**src/rtl/sbz_pkg.sv**
```systemverilog
package sbz_pkg;
  // Instruction phases: three operand fetches, two data reads, one write.
  typedef enum logic [2:0] {
    ST_IDLE,
    ST_FA,
    ST_FB,
    ST_FC,
    ST_RA,
    ST_RB,
    ST_WR,
    ST_HALT
  } sbz_state_e;
endpackage

```
**src/rtl/sbz_addr_check.sv**
```systemverilog
module sbz_addr_check #(
  parameter int W     = 16,
  parameter int DEPTH = 64
) (
  input  logic [W-1:0] val,
  output logic         neg,
  output logic         oob
);
  localparam logic [W-1:0] LIMIT = W'(DEPTH);

  always_comb begin
    neg = val[W-1];
    oob = !val[W-1] && (val >= LIMIT);
  end
endmodule

```
**src/rtl/sbz_alu.sv**
```systemverilog
module sbz_alu #(
  parameter int W = 16
) (
  input  logic [W-1:0] minuend,
  input  logic [W-1:0] subtrahend,
  output logic [W-1:0] diff,
  output logic         nonpos
);
  always_comb begin
    diff   = minuend - subtrahend;
    nonpos = diff[W-1] || (diff == '0);
  end
endmodule

```
**src/rtl/sbz_fsm.sv**
```systemverilog
module sbz_fsm
  import sbz_pkg::*;
(
  input  logic       clk,
  input  logic       rst_n,
  input  logic       step_en,
  input  logic       fetch_bad,
  input  logic       opnd_neg,
  input  logic       opnd_oob,
  input  logic       take,
  input  logic       c_neg,
  output sbz_state_e state
);
  sbz_state_e state_d;

  always_comb begin
    state_d = state;
    unique case (state)
      ST_IDLE: if (step_en) state_d = fetch_bad ? ST_HALT : ST_FA;
      ST_FA:   state_d = ST_FB;
      ST_FB:   state_d = ST_FC;
      ST_FC:   state_d = (opnd_neg || opnd_oob) ? ST_HALT : ST_RA;
      ST_RA:   state_d = ST_RB;
      ST_RB:   state_d = ST_WR;
      ST_WR:   state_d = (take && c_neg) ? ST_HALT : ST_IDLE;
      ST_HALT: state_d = ST_HALT;
      default: state_d = ST_HALT;
    endcase
  end

  always_ff @(posedge clk or negedge rst_n) begin
    if (!rst_n) state <= ST_IDLE;
    else        state <= state_d;
  end
endmodule

```
**src/rtl/sbz_core.sv**
```systemverilog
module sbz_core
  import sbz_pkg::*;
#(
  parameter int W     = 16,
  parameter int DEPTH = 64
) (
  input  logic                     clk,
  input  logic                     rst_n,
  input  logic                     step_en,
  output logic [$clog2(DEPTH)-1:0] mem_addr,
  output logic                     mem_we,
  output logic [W-1:0]             mem_wdata,
  input  logic [W-1:0]             mem_rdata,
  output logic                     halted,
  output logic                     fault,
  output logic [W-1:0]             final_pc
);
  localparam int AW    = $clog2(DEPTH);
  localparam int NCHK  = 3; // operand a, operand b, fetch tail PC+2

  sbz_state_e    state;
  logic [W-1:0]  pc_q, a_q, c_q, va_q;
  logic [AW-1:0] b_q;
  logic          fault_q;
  logic [W-1:0]  pc_tail;
  logic [W-1:0]  chk_val [NCHK];
  logic [NCHK-1:0] neg_v, oob_v;
  logic          opnd_neg, opnd_oob, fetch_bad;
  logic [W-1:0]  diff;
  logic          nonpos;

  // Address classification for both operands and the fetch window.
  always_comb begin
    pc_tail    = pc_q + W'(2);
    chk_val[0] = a_q;
    chk_val[1] = mem_rdata;
    chk_val[2] = pc_tail;
  end

  for (genvar i = 0; i < NCHK; i++) begin : g_chk
    sbz_addr_check #(.W(W), .DEPTH(DEPTH)) u_chk (
      .val (chk_val[i]),
      .neg (neg_v[i]),
      .oob (oob_v[i])
    );
  end

  always_comb begin
    opnd_neg  = neg_v[0] || neg_v[1];
    opnd_oob  = oob_v[0] || oob_v[1];
    fetch_bad = neg_v[2] || oob_v[2];
  end

  sbz_alu #(.W(W)) u_alu (
    .minuend    (mem_rdata),
    .subtrahend (va_q),
    .diff       (diff),
    .nonpos     (nonpos)
  );

  sbz_fsm u_fsm (
    .clk       (clk),
    .rst_n     (rst_n),
    .step_en   (step_en),
    .fetch_bad (fetch_bad),
    .opnd_neg  (opnd_neg),
    .opnd_oob  (opnd_oob),
    .take      (nonpos),
    .c_neg     (c_q[W-1]),
    .state     (state)
  );

  // Next-state values and clock enables for the datapath registers.
  logic          pc_en, a_en, b_en, c_en, va_en, fault_en;
  logic [W-1:0]  pc_d;

  always_comb begin
    a_en     = (state == ST_FB);
    b_en     = (state == ST_FC);
    c_en     = (state == ST_RA);
    va_en    = (state == ST_RB);
    pc_en    = (state == ST_WR);
    pc_d     = nonpos ? c_q : (pc_q + W'(3));
    fault_en = ((state == ST_IDLE) && step_en && fetch_bad) ||
               ((state == ST_FC) && !opnd_neg && opnd_oob);
  end

  always_ff @(posedge clk or negedge rst_n) begin
    if (!rst_n) begin
      pc_q    <= '0;
      a_q     <= '0;
      b_q     <= '0;
      c_q     <= '0;
      va_q    <= '0;
      fault_q <= 1'b0;
    end else begin
      if (pc_en)    pc_q    <= pc_d;
      if (a_en)     a_q     <= mem_rdata;
      if (b_en)     b_q     <= mem_rdata[AW-1:0];
      if (c_en)     c_q     <= mem_rdata;
      if (va_en)    va_q    <= mem_rdata;
      if (fault_en) fault_q <= 1'b1;
    end
  end

  // Memory port: address chosen by phase, write only in the last phase.
  always_comb begin
    unique case (state)
      ST_FA:        mem_addr = pc_q[AW-1:0];
      ST_FB:        mem_addr = pc_q[AW-1:0] + AW'(1);
      ST_FC:        mem_addr = pc_q[AW-1:0] + AW'(2);
      ST_RA:        mem_addr = a_q[AW-1:0];
      ST_RB, ST_WR: mem_addr = b_q;
      default:      mem_addr = pc_q[AW-1:0];
    endcase
    mem_we    = (state == ST_WR);
    mem_wdata = diff;
    halted    = (state == ST_HALT);
    fault     = fault_q;
    final_pc  = pc_q;
  end
endmodule

```
**config.mk**
```make
export PLATFORM = sky130hd
export DESIGN_NAME = sbz_core
export DESIGN_NICKNAME = d
export VERILOG_FILES = /design/src/rtl/sbz_pkg.sv /design/src/rtl/sbz_addr_check.sv /design/src/rtl/sbz_alu.sv /design/src/rtl/sbz_fsm.sv /design/src/rtl/sbz_core.sv
export SDC_FILE = /design/constraint.sdc
export NUM_CORES = 1
export LEC_CHECK = 0
export CAP_MARGIN = 20
export CORE_UTILIZATION = 55
export DETAILED_ROUTE_END_ITERATION = 8
export PLACE_DENSITY_LB_ADDON = 0.05
export SYNTH_ARGS = -nofsm -noshare
export SYNTH_HDL_FRONTEND = slang
export SYNTH_SLANG_ARGS = --single-unit
```
**constraint.sdc**
```tcl
create_clock -name clk -period 8.62 [get_ports clk]
set_input_delay 0.862 -clock clk [delete_from_list [all_inputs] [get_ports clk]]
set_output_delay 0.862 -clock clk [all_outputs]
set_load 0.01 [all_outputs]
```
# --- Word level (Yosys, flattened, before mapping) ---
# Index checks and enable logic that the tools add are counted.
word_totals:
  ff_bits: 74
  inputBits: 19
op_classes:
  n_addsub: 5
  n_mux: 7
  reduce_logical: 21
  eq_ne: 8
  magnitude_cmp: 3
op_table:
  columns: ["operator", "n"]
  rows:
  - ["$ge 16x7->1 const B", 3]
  - ["$add 16x2->16 const B", 2]
  - ["$pmux 3 s8", 1]
  - ["$pmux 6 s4", 1]
  - ["$logic_not 16->1", 1]
  - ["$mux 16", 1]
  - ["$sub 16x16->16", 1]
  - ["$eq 3x3->1 const B", 4]
  - ["$mux 3", 3]
  - ["$logic_and 1x1->1", 8]
  - ["$add 6x1->6 const B", 1]
  - ["$add 6x2->6 const B", 1]
  - ["$eq 3x2->1 const B", 2]
  - ["$logic_or 1x1->1", 6]
  - ["$logic_not 1->1", 4]
  - ["$eq 3x1->1 const B", 1]
  - ["$logic_not 3->1", 1]
  - ["$mux 2", 1]
  - ["$ne 2x2->1 const B", 1]
  - ["$reduce_or 2->1", 1]

# --- Depth between registers and ports, before layout ---
# Gate-level depths: netlist (run 1).
logic_depth:
  ltp_word: 7
  ltp_mapped: 13
  mapped_depth_nobuf: 12

# --- Modules after synthesis ---
# A second synthesis (run 1) with hierarchy kept.
hier_totals:
  cells_unflattened: 502
  hier_area_um2: 4889.7
modules_own_cells:
  columns: ["module", "instances", "cells_per_inst", "area_each_um2"]
  rows:
  - ["sbz_core", 1, 351, 3813.7]
  - ["sbz_alu", 1, 117, 828.3]
  - ["sbz_fsm", 1, 19, 161.4]
  - ["sbz_addr_check", 3, 5, 28.8]

# --- Worst setup path before layout (run 1) ---
# Ideal clock, no wire load.
synth_timing:
  path_kind: "input port to flip-flop"
  from: "input mem_rdata[0]"
  to: "register pc_q[14], in the netlist final_pc[14]"
  arrival_ns: 3.709
  setup_time_ns: 0.124
  stages: 13
  slack_ns: 4.787
  cell_sequence: "inv_1 ha_1 fa_1 nand2b_1 a21o_1 a21oi_1 a31oi_1 xnor2_1 or4_4 o41ai_4 buf_6 a21oi_1 a211o_1"
synth_via:
  elab_chain_len: 4
synth_lines:
  columns: ["item", "line", "rtl"]
  rows:
  - ["start, declared", "sbz_core.sv:13", "input logic [W-1:0] mem_rdata,"]
  - ["$sub 16x16->16", "sbz_alu.sv:10", "diff = minuend - subtrahend;"]
  - ["via mem_wdata[8]", "sbz_core.sv:12", "output logic [W-1:0] mem_wdata,"]
  - ["$logic_not 16->1", "sbz_alu.sv:11", "nonpos = diff[W-1] || (diff == '0);"]
  - ["$logic_or 1x1->1", "sbz_alu.sv:11", null]
  - ["$mux 16", "sbz_core.sv:83", "pc_d = nonpos ? c_q : (pc_q + W'(3));"]
  - ["end signal, assigned", "sbz_core.sv:97", "if (pc_en) pc_q <= pc_d;"]
  - ["end, declared", "sbz_core.sv:22", "logic [W-1:0] pc_q, a_q, c_q, va_q;"]
# The timed path passes the listed nets, and every way through them passes these cells.
# A chain may end at the register's enable or synchronous reset.

# --- Worst setup path after layout (run 1) ---
layout_timing:
  from: "input mem_rdata[0]"
  to: "output mem_wdata[12]"
layout_via:
  elab_chain_len: 1
layout_lines:
  columns: ["item", "line"]
  rows:
  - ["$sub 16x16->16", "sbz_alu.sv:10"]
  - ["end, declared", "sbz_core.sv:12"]
# Every way passes these cells.

==> results.yml, run 1 <==
sta:
  setup_slack_ns: 3.88
  grt_setup_unrepaired: "false"
  hold_violations: 0
  skew_ns: 0.0139
  post-route-period-util_pct: 55.0
  tightest_slew_ns: 0.935
  finalSetupTns_ns: 0
  timing.final.max_slew_violations: 0
  slew-limit-headroom_pct: 37.7
  min_period_ns: 4.74
  fin_hold_ws_ns: 0.502
  fmax_ghz: 0.211
  setup_viol: 0
synth:
  yosys_most_used_dff: "dfrtp_1"
  synth.most_common_cell: "dfrtp_1"
  syn_inst: 504
  ys_types: 62
  yosysTopAreaCell: "dfrtp_1"
  synth_nets: 543
  synth_top_area_share_pct: 38.9
  ys_seq_elements: 74
  synth_common_cells: "74 x dfrtp_1, 58 x nand2_1, 48 x mux2_2, 38 x inv_1, 28 x o21ai_0"
  synthArstFlopShare_pct: 100
  synth_area_leaders: "dfrtp_1 39%, mux2_2 11%, ha_1 5.0%, nand2_1 4.6%, mux2i_1 3.2%"
  synth-seq-area-share_pct: 38.9
  yosysWarnings: 0
  synth-edff-count: 0
  syn_area_per_cell_um2: 9.44
  netlist_area_um2: 4760
route:
  wl_per_cell_um: 16.6
  drt_iter0_drc: 238
  vias: 4006
  drt_wl_total_um: 11000
  wl_met1_um: 5160
  highest_layer: "met4"
  drc: 0
  drtAntennaViolNets: 0
  dr_wl_met3_um: 536
  wl_met2_um: 5120
  dr.pass1.iters: 5
  avgViaCountPerCell: 6.06
pwr:
  power_density_nw_per_um2: 443
  ir_worst_vdd_v: 0.000330
  leakage_nw: 2.52
placement:
  placed_area_um2: 5390
  dp_hpwl_um: 7890
  port-buffer-count: 59
  gp_congestion: 0.844
  pre_cts_ws_ns: 3.88
cts:
  cts.root.buffer_cell: "clkbuf_8"
  clock_path_buffers: 2
  cts_buffers: 9
  htreeDepth: 3
  post_cts_resized: 0
  clock_latency_ns: 0.35
  clock-sinks: 74
  cts_tree: "built"
  path_clk_slew_ns: 0.07
  cts_hold_buf: 0
  postCtsSetupRepairBufs: 0
flow_run:
  drv_cap: 0
global_routing:
  grt_pass1_vias: 3765
  antenna_found_initial: 0
  grt_start_max_net_pins: 75
  grt.overflow.total: 0
  grt_pass1_wl_um: 18200
  grtUsageTotal_pct: 26.2
setup_path:
  critPathKind: "primary input to output pin"
  cp-start-kind: "primary input"
  setup.worst_path.end_class: "output pin"
  cp_data_arrival_time_ns: 3.88
  rr_worst_depth: 12
  worst-path-max-fanout: 3
  cp_data_required_time_ns: 7.76
finish:
  design_area_um2: 5620
  utilization_pct: 67.8
  final_nets: 591
  filler_cell_count: 682
  antenna_cells: 0
  syn2layout_area_growth_pct: 18.2
  drive_above_1_share_pct: 14.4
floorplanning:
  coreArea_um2: 8300
  fp-row-count: 33
  ioPinCount: 60
  fp.dieH_um: 95
  dieArea_um2: 9030
  die_x_um: 95
  initial_core_util_pct: 57.3
worst_hold_path:
  hold_class: "register to register"
  hold_depth: 2
outcome:
  status: "complete, no violations"
-- where the power goes --
part	total (mW)	switching, mW	internal [mW]
registers	0.690	0.171	0.519
logic	1.48	0.731	0.746
clock network	0.322	0.131	0.191
total	2.49	1.03	1.46
-- layout make-up --
cell class | instances | area (um^2) | share of cell area (%)
clock inverters | 5 | 104 | 1.85
flip-flops and latches | 74 | 1850 | 32.9
multi-input cells | 366 | 2650 | 47.1
inverters | 38 | 143 | 2.54
clock buffers | 10 | 128 | 2.27
repair buffers | 63 | 616 | 10.9
well taps | 105 | 131 | 2.34
-- sequential cells by signal, summed over array words and instances, names as in the netlist --
signal	count
final_pc	16
c_q	16
b_q	6
va_q	16
fault	1
u_fsm.state	3
a_q	16
-- per-layer routing --
metal  global-route usage, %  vias to the layer above
met3                    3.06                       14
met5                       0                        -
met1                    36.4                     1952
li1                        -                     1917
met4                    8.96                        0
met2                    42.4                      123
-- logic make-up (layout without fill, tap and decap cells) --
family | Yosys count | count (layout) | synth area share (%)
AOI/OAI and AO/OA | 117 | 117 | 17.1
xor gates and xnor gates | 14 | 14 | 2.58
adders and majority gates | 20 | 20 | 5.42
buffers and inverters | 64 | 116 | 5.47
DFF | 74 | 74 | 38.9
muxes | 63 | 63 | 14.5
and+or+nand+nor | 152 | 152 | 15.9
-- critical path, stage by stage --
cell and delay [ns]:
clkdlybuf4s50_1 0.50, inv_1 0.08, ha_1 0.24, fa_1 0.40, nand2b_1 0.18, a21o_1 0.18
a311o_1 0.31, nand2_1 0.10, a31oi_1 0.11, xnor2_1 0.31, clkdlybuf4s50_1 0.61
-- worst paths after layout --
path	start	endpoint	slack (ns)
max in group asynchronous	rst_n	va_q[5]	7.29
hold reg to reg	va_q[0]	va_q[0]	0.50
setup reg to reg	va_q[0]	final_pc[7]	5.02
min in group asynchronous	rst_n	u_fsm.state[1]	0.72
setup / recovery	mem_rdata[0]	mem_wdata[12]	3.88
hold / removal	va_q[0]	va_q[0]	0.50
-- through the flow --
stage                     power [mW]  cells
after floorplan                 1.65    504
final                           2.49    661
after CTS                       2.49    661
after global routing            2.68    661
after detailed placement        2.16    646
after global placement          2.13    646
-- cells in the final DEF (no fill, tap or decap), drive strengths merged, types with 11 or more instances in the layout --
| cell type | instances |
|---|---|
| nor3 | 11 |
| nor2 | 21 |
| dfrtp | 74 |
| a21oi | 23 |
| clkdlybuf4s50 | 58 |
| mux2 | 48 |
| and3 | 14 |
| ha | 19 |
| o21ai | 29 |
| inv | 38 |
| nand2 | 59 |
| mux2i | 15 |
Power figures use the tool's default switching activity.
==> run 2: changes to the inputs <==
Settings changed: CORE_UTILIZATION 55 to 51.
Clock period 8.62 ns to 4.2 ns, I/O delays scaled along.
==> run 2 against run 1 <==
Clock power increased by 89%. Clock skew decreased by 0.0038 ns. Worst setup slack got worse by 3.6 ns. Wire length increased by 5.2%. Sequential share of layout area decreased by 0.41 points. Global-route usage decreased by 0.96 points. Utilization decreased by 3.7 points. Critical endpoint is now mem_wdata[13]. Sequential power increased by 110%. Hold slack got worse by 0.44 ns. Via count decreased by 0.47%.
==> results.yml, run 2 (synthesized netlist as in run 1, its figures left out) <==
floorplanning:
  dieArea_um2: 9720
  ioPinCount: 60
  fp.dieH_um: 98.6
  coreArea_um2: 8890
  die_x_um: 98.6
  fp-row-count: 34
  initial_core_util_pct: 53.5
route:
  drtAntennaViolNets: 0
  drt_wl_total_um: 11500
  wl_per_cell_um: 17.1
  avgViaCountPerCell: 5.92
  vias: 3987
  drc: 0
  drt_iter0_drc: 191
  dr.pass1.iters: 5
global_routing:
  grt_pass1_vias: 3904
  grt_pass1_wl_um: 19500
  grt_start_max_net_pins: 52
  grt.overflow.total: 0
  antenna_found_initial: 0
  grtUsageTotal_pct: 25.3
cts:
  htreeDepth: 3
  cts_buffers: 9
  cts.root.buffer_cell: "clkbuf_8"
  clock-sinks: 74
  clock_path_buffers: 2
  clock_latency_ns: 0.35
  path_clk_slew_ns: 0.08
  cts_hold_buf: 0
  post_cts_resized: 0
  cts_tree: "built"
  postCtsSetupRepairBufs: 0
pwr:
  power_density_nw_per_um2: 900
  switchingPower_mw: 2.15
  power_frac_clock_pct: 11.9
  p_int_mw: 2.98
  switching_share_pct: 41.9
  power_mw: 5.13
  combPwrFrac_pct: 60.5
  ir_worst_vdd_v: 0.000622
  leakage_nw: 2.56
  p_seq_share_pct: 27.6
finish:
  filler_cell_count: 757
  layout_common_cells: "74 x dfrtp_1, 58 x nand2_1, 58 x clkdlybuf4s50_1"
  final_nets: 600
  antenna_cells: 0
  syn2layout_area_growth_pct: 19.7
  drive_above_1_share_pct: 15.9
  final_common_cell: "dfrtp_1"
sta:
  skew_ns: 0.0100
  tightest_slew_ns: 0.962
  fmax_ghz: 0.256
  finalSetupTns_ns: 0
  timing.final.max_slew_violations: 0
  setup_slack_ns: 0.299
  fin_hold_ws_ns: 0.0596
  min_period_ns: 3.90
  slew-limit-headroom_pct: 35.8
  grt_setup_unrepaired: "false"
  setup_viol: 0
  post-route-period-util_pct: 92.9
  hold_violations: 0
setup_path:
  worst-path-max-fanout: 5
  cp_data_arrival_time_ns: 3.48
  r2r_setup_slack_ns: 0.66
  cp_data_required_time_ns: 3.78
  critPathKind: "primary input to output pin"
  setup.worst_path.end_class: "output pin"
  cp-start-kind: "primary input"
placement:
  gp_congestion: 0.869
  port-buffer-count: 59
  dp_hpwl_um: 8440
  pre_cts_ws_ns: 0.0552
outcome:
  status: "complete, no violations"
flow_run:
  drv_cap: 0
worst_hold_path:
  hold_class: "primary input to asynchronous set/reset pin"
run 2: final timing paths:
kind | from | end | depth (start not counted)
worst min-delay path | rst_n | final_pc[2] | 1
worst min register to register | va_q[0] | va_q[0] | 2
worst max register to register | va_q[0] | final_pc[6] | 12
max in group asynchronous | rst_n | va_q[6] | 2
worst max-delay path | mem_rdata[3] | mem_wdata[13] | 9
min in group clk | va_q[0] | va_q[0] | 2
run 2: cell type report:
type	instances	area, um^2	share of cell area [%]
Tap cell	108	135	2.37
Inverter	38	143	2.51
Multi-Input combinational cell	366	2650	46.5
Clock buffer	10	128	2.24
Timing Repair Buffer	72	696	12.2
Sequential cell	74	1850	32.5
Clock inverter	6	90.1	1.58
run 2: power by group through the flow:
stage / Clock, mW / Combinational (mW) / Sequential, mW
floorplan: 0 / 2.10 / 1.30
global placement: 0 / 3.01 / 1.41
detailed placement: 0 / 3.08 / 1.43
CTS: 0.619 / 3.11 / 1.42
global route: 0.653 / 3.39 / 1.48
finish: 0.608 / 3.10 / 1.42
run 2: worst max-delay path: stages:
cell and delay (ns):
clkdlybuf4s50_1 0.53, ha_1 0.41, and2_4 0.18, o211ai_1 0.18
a211oi_1 0.46, o21ai_0 0.18, mux2_2 0.29, o211ai_1 0.20
clkdlybuf4s50_1 0.62
run 2: per-stage QoR:
step | std cells | cell area (um^2) | utilization [%]
detailed placement | 658 | 5480 | 61.6
global route | 674 | 5690 | 64.0
floorplan | 504 | 4760 | -
CTS | 674 | 5690 | 64.0
finish | 674 | 5690 | 64.0
global placement | 658 | 5480 | 61.6
run 2: metal layers:
layer	GRT usage, %	vias up	part of all wire (%)
li1	-	1926	-
met1	35.0	1942	47
met2	41.9	108	48
met3	2.62	11	4.2
met4	8.04	0	1.3
met5	0	-	0
==> run 3: changes to the inputs <==
Settings changed: CORE_MARGIN set to 8, SYNTH_HIERARCHICAL set to 1.
==> run 3 against run 2 <==
Sequential power grew 7%. Critical path depth grew 7. First-iteration DRC count grew 45%. Synthesized cell count shrank 0.99%. Utilization grew 1.8 points. Flip-flop and latch count is the same. Worst setup slack lost 0.14 ns. Via count grew 1.5%. Combinational power grew 20%. Largest cell class unchanged. Highest routed layer unchanged.
==> results.yml, run 3 <==
outcome:
  status: "complete, no violations"
setup_path:
  setup.worst_path.end_class: "register"
  crit_cells: 16
  cp_data_required_time_ns: 4.41
  crit_slowest_cell: "or4_4"
  cp-start-kind: "primary input"
  worst-path-max-fanout: 6
  cp_data_arrival_time_ns: 4.25
  cp_slowest_stage_delay_ns: 0.53
  path_cells: "clkdlybuf4s50_1 > ha_1 > nor2b_1 > o31a_1 > o31a_1 > a311o_1 > a21oi_2 > xnor2_1 > or4_4 > o41ai_4 > buf_6 > buf_12 > buf_4 > o21ai_0 > nand2_1 > o21ai_0"
  critPathKind: "primary input to register"
  r2r_setup_slack_ns: 0.26
  cpLargestDelayFamily: "compound AO/OA/AOI/OAI gates"
  crit_buf_inv: 4
  rr_worst_depth: 16
route:
  drtAntennaViolNets: 0
  drt_wl_total_um: 12300
  dr.pass1.iters: 5
  wl_per_cell_um: 17.0
  avgViaCountPerCell: 5.60
  drc: 0
  drt_iter0_drc: 276
  vias: 4047
global_routing:
  grt.overflow.total: 0
  grt_pass1_wl_um: 20700
  grtUsageTotal_pct: 19.9
  antenna_found_initial: 0
  grt_start_max_net_pins: 41
  grt_pass1_vias: 4138
sta:
  grt_setup_unrepaired: "false"
  slew-limit-headroom_pct: 32.4
  timing.final.max_slew_violations: 0
  post-route-period-util_pct: 96.1
  fmax_ghz: 0.248
  tightest_slew_ns: 1.01
  min_period_ns: 4.04
  skew_ns: 0.00870
  setup_viol: 0
  hold_violations: 0
  setup_slack_ns: 0.162
synth:
  yosysWarnings: 6
  synth_nets: 538
  syn_area_per_cell_um2: 9.76
  netlist_area_um2: 4870
  syn_inst: 499
finish:
  final_nets: 629
  layout_common_cells: "74 x dfrtp_1, 57 x clkdlybuf4s50_1, 46 x buf_4"
  antenna_cells: 0
  syn2layout_area_growth_pct: 24.8
  final_common_cell: "dfrtp_1"
  fin_cells: 723
  drive_above_1_share_pct: 24.9
cts:
  clock_latency_ns: 0.35
  clock-sinks: 74
  htreeDepth: 3
  cts_tree: "built"
  cts_buffers: 9
  cts.root.buffer_cell: "clkbuf_8"
  clock_path_buffers: 2
  path_clk_slew_ns: 0.08
flow_run:
  drv_cap: 0
pwr:
  leakage_nw: 2.62
  switchingPower_mw: 2.41
  combPwrFrac_pct: 64.2
  switching_share_pct: 41.6
  power_density_nw_per_um2: 952
  ir_worst_vdd_v: 0.000617
  power_frac_clock_pct: 9.5
  p_seq_share_pct: 26.3
  p_int_mw: 3.38
floorplanning:
  coreArea_um2: 9240
  ioPinCount: 60
  die_x_um: 114
  dieArea_um2: 12900
  initial_core_util_pct: 52.7
  fp.dieH_um: 114
  fp-row-count: 35
placement:
  gp_congestion: 0.898
  port-buffer-count: 59
  pre_cts_ws_ns: -0.391
  placed_cells: 704
  dp_hpwl_um: 9230
worst_hold_path:
  hold_class: "primary input to asynchronous set/reset pin"
[run 3: per-stage QoR]
stage / hold slack [ns] / utilization [%] / TNS [ns] / cell area (um^2) / power [mW]
2_1_floorplan: 0.124 / - / 0 / 4870 / 3.63
3_3_place_gp: 0.460 / 62.7 / -3.74 / 5790 / 4.99
3_5_place_dp: 0.468 / 62.7 / -5.37 / 5790 / 5.07
4_1_cts: 0.184 / 64.9 / 0 / 6000 / 5.66
5_1_grt: 0.221 / 65.8 / 0 / 6080 / 6.25
6_report: 0.160 / 65.8 / 0 / 6080 / 5.79
[run 3: repair_timing]
item	in CTS	in global routing
hold buffers	0	0
buffers inserted	0	4
gates resized for setup	2	11
setup endpoints to repair	1	20
pin swaps	0	6
[run 3: final cells by class]
| type | count | area [um^2] |
|---|---|---|
| clock buffer | 11 | 141 |
| clock inverter | 4 | 52.6 |
| fill | 778 | 3160 |
| inverter | 35 | 131 |
| multi-input combinational | 363 | 2780 |
| sequential | 74 | 1850 |
| tap | 129 | 161 |
| timing repair buffer | 107 | 965 |
[run 3: power by group through the flow]
stage / sequential [mW] / combinational (mW) / clock, mW
after detailed placement: 1.53 / 3.54 / 0
after global routing: 1.59 / 4.06 / 0.596
after global placement: 1.51 / 3.48 / 0
final: 1.52 / 3.72 / 0.551
after floorplan: 1.34 / 2.29 / 0
after CTS: 1.51 / 3.59 / 0.560
[run 3: worst paths after layout]
| check | start | endpoint |
|---|---|---|
| setup / recovery | mem_rdata[1] | final_pc[8] |
| hold / removal | rst_n | final_pc[9] |
| setup reg to reg | va_q[1] | final_pc[8] |
| hold reg to reg | fault | fault |
| max in group asynchronous | rst_n | a_q[6] |
| min in group clk | mem_rdata[0] | va_q[0] |
[run 3: per-layer routing]
| layer | wire length (um) | track usage [%] | up-vias |
|---|---|---|---|
| met5 | 0 | 0 | - |
| met4 | 216 | 6.84 | 0 |
| met2 | 5600 | 31.0 | 125 |
| li1 | - | - | 1970 |
| met1 | 5710 | 26.4 | 1933 |
| met3 | 748 | 4.70 | 19 |
